--- config.mk ---
export PLATFORM = sky130hd
export DESIGN_NAME = sw_ctrl
export DESIGN_NICKNAME = d
export VERILOG_FILES = /design/src/rtl/sw_ctrl_pkg.sv /design/src/rtl/sw_edge_det.sv /design/src/rtl/sw_run_fsm.sv /design/src/rtl/sw_ctrl.sv
export SDC_FILE = /design/constraint.sdc
export NUM_CORES = 1
export LEC_CHECK = 0
export ABC_AREA = 1
export BUFFER_PORTS_ARGS = -buffer_cell sky130_fd_sc_hd__buf_2
export CAP_MARGIN = 20
export CORE_AREA = 5 5 42 44
export DETAILED_ROUTE_END_ITERATION = 16
export DIE_AREA = 0 0 47 49
export GPL_TIMING_DRIVEN = 0
export HOLD_SLACK_MARGIN = 0.06
export PLACE_DENSITY = 0.39
export SYNTH_ARGS = -nofsm -noshare
export SYNTH_HDL_FRONTEND = slang
export SYNTH_HIERARCHICAL = 1
export SYNTH_SLANG_ARGS = --single-unit
--- constraint.sdc ---
create_clock -name clk_i -period 0.94 [get_ports clk_i]
set_input_delay 0.188 -clock clk_i [delete_from_list [all_inputs] [get_ports clk_i]]
set_output_delay 0.188 -clock clk_i [all_outputs]
set_load 0.005 [all_outputs]
--- src/rtl/sw_ctrl_pkg.sv ---
package sw_ctrl_pkg;
  typedef enum logic [0:0] {
    ST_STOPPED = 1'b0,
    ST_RUNNING = 1'b1
  } sw_state_e;

  // bit positions of the edge-qualified buttons
  localparam int unsigned EDGE_W   = 2;
  localparam int unsigned EDGE_INC = 0;
  localparam int unsigned EDGE_CLR = 1;
endpackage

--- src/rtl/sw_edge_det.sv ---
module sw_edge_det #(
  parameter int unsigned WIDTH   = 2,
  parameter bit          RST_VAL = 1'b1
) (
  input  logic             clk_i,
  input  logic             rst_ni,
  input  logic [WIDTH-1:0] level_i,
  output logic [WIDTH-1:0] rise_o
);
  logic [WIDTH-1:0] prev_q;

  for (genvar g = 0; g < WIDTH; g++) begin : g_bit
    always_ff @(posedge clk_i or negedge rst_ni) begin
      if (!rst_ni) prev_q[g] <= RST_VAL;
      else         prev_q[g] <= level_i[g];
    end
    assign rise_o[g] = level_i[g] & ~prev_q[g];

    AST_RISE_NEEDS_RELEASE: assert property (@(posedge clk_i) disable iff (!rst_ni)
      rise_o[g] |=> !rise_o[g]);
  end
endmodule

--- src/rtl/sw_run_fsm.sv ---
module sw_run_fsm
  import sw_ctrl_pkg::*;
(
  input  logic      clk_i,
  input  logic      rst_ni,
  input  logic      start_i,
  input  logic      stop_i,
  input  logic      clear_i,
  output sw_state_e state_o
);
  sw_state_e state_q, state_d;

  always_comb begin
    state_d = state_q;
    if (clear_i || stop_i) state_d = ST_STOPPED;
    else if (start_i)      state_d = ST_RUNNING;
  end

  always_ff @(posedge clk_i or negedge rst_ni) begin
    if (!rst_ni) state_q <= ST_STOPPED;
    else         state_q <= state_d;
  end

  assign state_o = state_q;

  AST_CLEAR_STOPS: assert property (@(posedge clk_i) disable iff (!rst_ni)
    clear_i |=> state_q == ST_STOPPED);
  AST_STOP_STOPS: assert property (@(posedge clk_i) disable iff (!rst_ni)
    stop_i |=> state_q == ST_STOPPED);
  AST_START_RUNS: assert property (@(posedge clk_i) disable iff (!rst_ni)
    (start_i && !stop_i && !clear_i) |=> state_q == ST_RUNNING);
  AST_IDLE_HOLDS: assert property (@(posedge clk_i) disable iff (!rst_ni)
    (!start_i && !stop_i && !clear_i) |=> $stable(state_q));
endmodule

--- src/rtl/sw_ctrl.sv ---
module sw_ctrl
  import sw_ctrl_pkg::*;
(
  input  logic clk_i,
  input  logic rst_ni,
  input  logic start_i,
  input  logic stop_i,
  input  logic incr_i,
  input  logic clear_i,
  output logic run_o,
  output logic step_o,
  output logic clear_o
);
  logic [EDGE_W-1:0] lvl, rise;
  sw_state_e         state;
  logic              step_d;
  logic              step_q, clear_q;

  assign lvl[EDGE_INC] = incr_i;
  assign lvl[EDGE_CLR] = clear_i;

  // reset value 1: a button held through reset must be released first
  sw_edge_det #(.WIDTH(EDGE_W), .RST_VAL(1'b1)) u_edge (
    .clk_i  (clk_i),
    .rst_ni (rst_ni),
    .level_i(lvl),
    .rise_o (rise)
  );

  sw_run_fsm u_fsm (
    .clk_i  (clk_i),
    .rst_ni (rst_ni),
    .start_i(start_i),
    .stop_i (stop_i),
    .clear_i(clear_i),
    .state_o(state)
  );

  // step only when stopped and no higher-priority button is pressed
  assign step_d = rise[EDGE_INC] && (state == ST_STOPPED) && !clear_i && !stop_i && !start_i;

  always_ff @(posedge clk_i or negedge rst_ni) begin
    if (!rst_ni) begin
      step_q  <= 1'b0;
      clear_q <= 1'b0;
    end else begin
      step_q  <= step_d;
      clear_q <= rise[EDGE_CLR];
    end
  end

  assign run_o   = (state == ST_RUNNING);
  assign step_o  = step_q;
  assign clear_o = clear_q;

  AST_RESET_QUIET: assert property (@(posedge clk_i)
    !rst_ni |-> (!run_o && !step_o && !clear_o));
  AST_STEP_WHEN_STOPPED: assert property (@(posedge clk_i) disable iff (!rst_ni)
    step_o |-> !run_o);
  AST_STEP_ONE_CYCLE: assert property (@(posedge clk_i) disable iff (!rst_ni)
    step_o |=> !step_o);
  AST_CLEAR_ONE_CYCLE: assert property (@(posedge clk_i) disable iff (!rst_ni)
    clear_o |=> !clear_o);
  AST_STROBES_EXCLUSIVE: assert property (@(posedge clk_i) disable iff (!rst_ni)
    $onehot0({step_o, clear_o}));
endmodule

### Yosys cells after proc, flatten, opt, wreduce, memory -nomap -nowiden

Index checks and enable logic that the tools add are counted.

| operators by class | value |
|---|---|
| reductions and logical operators | 9 |
| bitwise logic cells | 5 |
| muxes and demuxes | 2 |

Operators with widths:

| cell | count |
|---|---|
| logical AND 1 bit | 4 |
| logical NOT 1 bit | 3 |
| NOT 1 bit | 3 |
| AND 1 bit | 2 |
| 2-to-1 mux 1 bit | 2 |
| nonzero test 2 bit | 1 |
| logical OR 1 bit | 1 |

| storage, ports and cells | value |
|---|---|
| bits of input ports | 6 |
| output and inout bits | 3 |
| register bits | 5 |

### Logic depth before layout (Yosys ltp)

| depth | value |
|---|---|
| depth in word-level cells | 6 |
| mapped depth | 4 |
| mapped depth without buffers | 4 |

### Modules after synthesis

Netlist, hierarchy kept.

Modules (own cells, without submodules):

| module | sequential area each (um^2) | cells an instance | times used | area each (um^2) |
|---|---|---|---|---|
| sw_ctrl | 50.0 | 8 | 1 | 72.6 |
| sw_edge_det | 52.6 | 6 | 1 | 72.6 |
| sw_run_fsm | 25.0 | 6 | 1 | 43.8 |

### Worst setup path before layout

Ideal clock, no wire load.

| timing | value |
|---|---|
| path kind | register to register |
| start point | register u_edge.prev_q[0] |
| end point | register step_q (netlist: step_o) |
| slack | 0.210 ns |
| cell stages (with the launch flop) | 4 |
| data arrival time | 0.615 ns |
| path buffers | 0 |
| setup time | 0.114 ns |
| clock period less this slack | 0.730 ns |
| cells stage by stage | dfstp_2 nor2_2 nand2_1 nor2_1 |

| on the way | value |
|---|---|
| cells in the longest elaborated chain, start to end | 6 |

RTL lines:

| item | line | RTL |
|---|---|---|
| start, declared | sw_edge_det.sv:10 | `logic [WIDTH-1:0] prev_q;` |
| start signal, assigned by index | sw_edge_det.sv:15 | `else prev_q[g] <= level_i[g];` |
| NOT 1 bit | sw_edge_det.sv:17 | `assign rise_o[g] = level_i[g] & ~prev_q[g];` |
| AND 1 bit | sw_edge_det.sv:17 |  |
| via rise[0] | sw_ctrl.sv:14 | `logic [EDGE_W-1:0] lvl, rise;` |
| logical AND 1 bit (4 in series) | sw_ctrl.sv:40 | `assign step_d = rise[EDGE_INC] && (state == ST_STOPPED) && !clear_i && !stop_i && !start_i;` |
| via step_d | sw_ctrl.sv:16 | `logic step_d;` |
| end signal, assigned | sw_ctrl.sv:47 | `step_q <= step_d;` |
| end, declared | sw_ctrl.sv:17 | `logic step_q, clear_q;` |

The timed path passes the listed nets, and every way through them passes these cells.
A chain may end at the register's enable or synchronous reset.

### Final worst setup path

| timing | value |
|---|---|
| start point | register u_fsm.state_q (netlist: u_fsm/state_o) |
| end point | output port run_o |

RTL lines:

| item | line | RTL |
|---|---|---|
| start, declared | sw_run_fsm.sv:11 | `sw_state_e state_q, state_d;` |
| start signal, assigned | sw_run_fsm.sv:21 | `else state_q <= state_d;` |
| end, declared | sw_ctrl.sv:10 | `output logic run_o,` |

No word-level cell between the ends.

==> reports/metrics.csv <==
stage;metric;value;unit
logic_synthesis;synth warn;6;
timing;Slew Limit Fails;0;
worst_setup_path;Critical Path RT;0.75;ns
worst_setup_path;Worst Path Buf+Inv;1;
finish;fill count;171;
route;DR vias/cell;3.28;
logic_synthesis;post-synth cell types;7;
clock_tree;CTS tree;done;
global_route;gr usage total;3.67;%
worst_setup_path;crit path cell chain;buf_2;
logic_synthesis;XOR/XNOR Fraction of Synth Area;0;%
global_route;total gr overflow;0;
floorplanning;die height;49;um
logic_synthesis;simple logic cell fraction of the synthesized area;20.5;%
logic_synthesis;register area share after synthesis;67.5;%
floorplanning;chip width;47;um
timing;Rel. slew slack;92.1;%
logic_synthesis;Post-Syn Area;189;um^2
timing;Hold WS;0.0804;ns
clock_tree;CTS sink count;5;
global_route;largest net degree at the start of global routing;6;
logic_synthesis;Synthesized Nets;26;
floorplanning;io pins;9;
global_route;first-pass GRT wire length;552;um
logic_synthesis;Synth Area in Compound Gates;0;%
clock_tree;root buf cell;clkbuf_4;
timing;Final Setup Violations;0;
outcome;status;completed;
route;DRC;0;
power;Leak;0.165;nW
floorplanning;Initial Utilization;13.5;%
worst_setup_path;Worst setup EP type;output pin;
timing;Tcrit/Tclk final;97.8;%
timing;setup TNS;0;ns
route;DR vias;164;
logic_synthesis;synthesized flop and latch total;5;
route;drt total wl;332;um
route;DRT iter0 DRCs;0;
logic_synthesis;largest family of logic cells by synthesized area;simple AND/OR/NAND/NOR gates;
timing;fin worst setup slack;0.0204;ns
floorplanning;core area;1400;um^2
placed_design;post-placement setup slack;0.201;ns
clock_tree;Resized cells post-CTS;0;
finish;share of layout cells above drive strength 1;47.1;%
clock_tree;H-tree depth;1;
finish;Nets;41;
logic_synthesis;mux contribution to synthesized area;0;%
clock_tree;CTS buffer count;3;
logic_synthesis;syn avg cell area;9.45;um^2
global_route;initial antenna violation count;0;
global_route;vias in the first global route;150;
worst_setup_path;startpoint types;flop;
timing;fin crit period;0.920;ns
clock_tree;Worst-Skew Late Latency;0.24;ns
finish;Antenna Cells;0;
worst_setup_path;CP max stage delay;0.37;ns
logic_synthesis;Post-Synthesis Cells;20;
worst_hold_path;Hold WC Path Type;in -> reg;
clock_tree;CTS max path bufs;2;
timing;Least-Margin Pin Slew;0.119;ns
worst_setup_path;crit-path leading delay family;flip-flops;
floorplanning;# rows;14;
flow_run;max-cap violations;0;
logic_synthesis;post-synthesis adder-cell area fraction;0;%
timing;skew final;0.00363;ns
finish;Syn-to-layout area delta;57.6;%
worst_setup_path;Critical-path top delay cell;dfrtp_1;
floorplanning;die area;2300;um^2
placed_design;Port Buf Inserts;8;
clock_tree;clk slew on worst S/H paths;0.04;ns
worst_setup_path;crit path max fanout;2;
timing;RSZ-0062 raised after global routing;true;
timing;Hold Violations, Final;0;
route;count of TritonRoute iterations in the first routing pass;1;
placed_design;gpl congestion;0.643;
route;wire per inst;6.64;um
timing;Fmax;1090;MHz
worst_setup_path;Data arrival, critical path;0.73;ns
worst_setup_path;critical path class;reg -> out;
route;antenna viol nets, final;0;
power;PwrDens;1740;nW/um^2
power;Max rail drop VDD;0.696;mV
==> synth_stat cells <==
master / count / area share, %
nand2_1: 3 / 6.0
inv_1: 5 / 9.9
nor2_2: 2 / 6.6
inv_2: 1 / 2.0
dfrtp_1: 3 / 40
dfstp_2: 2 / 28
nor2_1: 4 / 7.9
==> layer usage <==
metal  track usage (%)  vias up  share of wire [%]
met5                 0        -                  0
met2              4.07        9                 39
met4                 0        0                  0
met3              5.54        0                 17
met1              4.22       73                 44
li1                  -       82                  -
==> cells in the final DEF, fill, tap and decap left out <==
cell type	netlist	layout
buf_2	0	7
buf_4	0	1
clkbuf_1	0	1
clkbuf_4	0	3
dfrtp_1	3	3
dfstp_2	2	2
dlygate4sd3_1	0	2
inv_1	5	5
inv_2	1	1
nand2_1	3	3
nor2_1	4	4
nor2_2	2	2
==> metrics by stage <==
stage / std cells / instance area [um^2] / power, mW / utilization [%]
6_report: 50 / 298 / 0.518 / 21.3
2_1_floorplan: 20 / 189 / 0.249 / -
4_1_cts: 51 / 303 / 0.533 / 21.6
5_1_grt: 50 / 298 / 0.554 / 21.3
3_3_place_gp: 44 / 249 / 0.273 / 17.8
3_5_place_dp: 44 / 249 / 0.274 / 17.8
==> final timing paths <==
| check | from | endpoint | slack (ns) | cells past startpoint |
|---|---|---|---|---|
| setup / recovery | u_fsm/state_o | run_o | 0.02 | 1 |
| hold / removal | clear_i | u_edge/prev_q[1] | 0.08 | 1 |
| setup reg to reg | u_fsm/state_o | u_fsm/state_o | 0.18 | 3 |
| hold reg to reg | u_edge/prev_q[1] | clear_o | 0.47 | 1 |
| max in group asynchronous | rst_ni | u_edge/prev_q[0] | 0.43 | 2 |
| min in group asynchronous | rst_ni | step_o | 0.29 | 2 |
==> layout make-up <==
| class | instances | area, um^2 | share of cell area [%] |
|---|---|---|---|
| tap | 16 | 20.0 | 6.72 |
| timing repair buffer | 10 | 62.6 | 21.0 |
| inverter | 6 | 22.5 | 7.56 |
| multi-input combinational | 9 | 38.8 | 13.0 |
| sequential | 5 | 128 | 42.9 |
| clock buffer | 4 | 26.3 | 8.82 |
==> registers in the layout (all words and copies together), names as in the netlist <==
| name | cells |
|---|---|
| clear_o | 1 |
| u_edge/prev_q | 2 |
| u_fsm/state_o | 1 |
| step_o | 1 |
==> timing repair <==
| item | CTS | global route |
|---|---|---|
| setup buffers | 1 | 0 |
| hold buffers | 2 | 0 |
| hold endpoints to repair | 6 | 0 |
| setup endpoints to repair | 1 | 2 |
| cloned | 0 | 0 |
==> cell families (layout without fill, tap and decap cells) <==
group	after synthesis	in the layout
flip-flops	5	5
buffers and inverters	6	20
AND/OR/NAND/NOR	9	9
==> power by group <==
part | internal (mW) | switching [mW]
clock | 0.160 | 0.0811
combinational | 0.0234 | 0.0217
sequential | 0.229 | 0.00315
(Power assumes the default switching activity.)
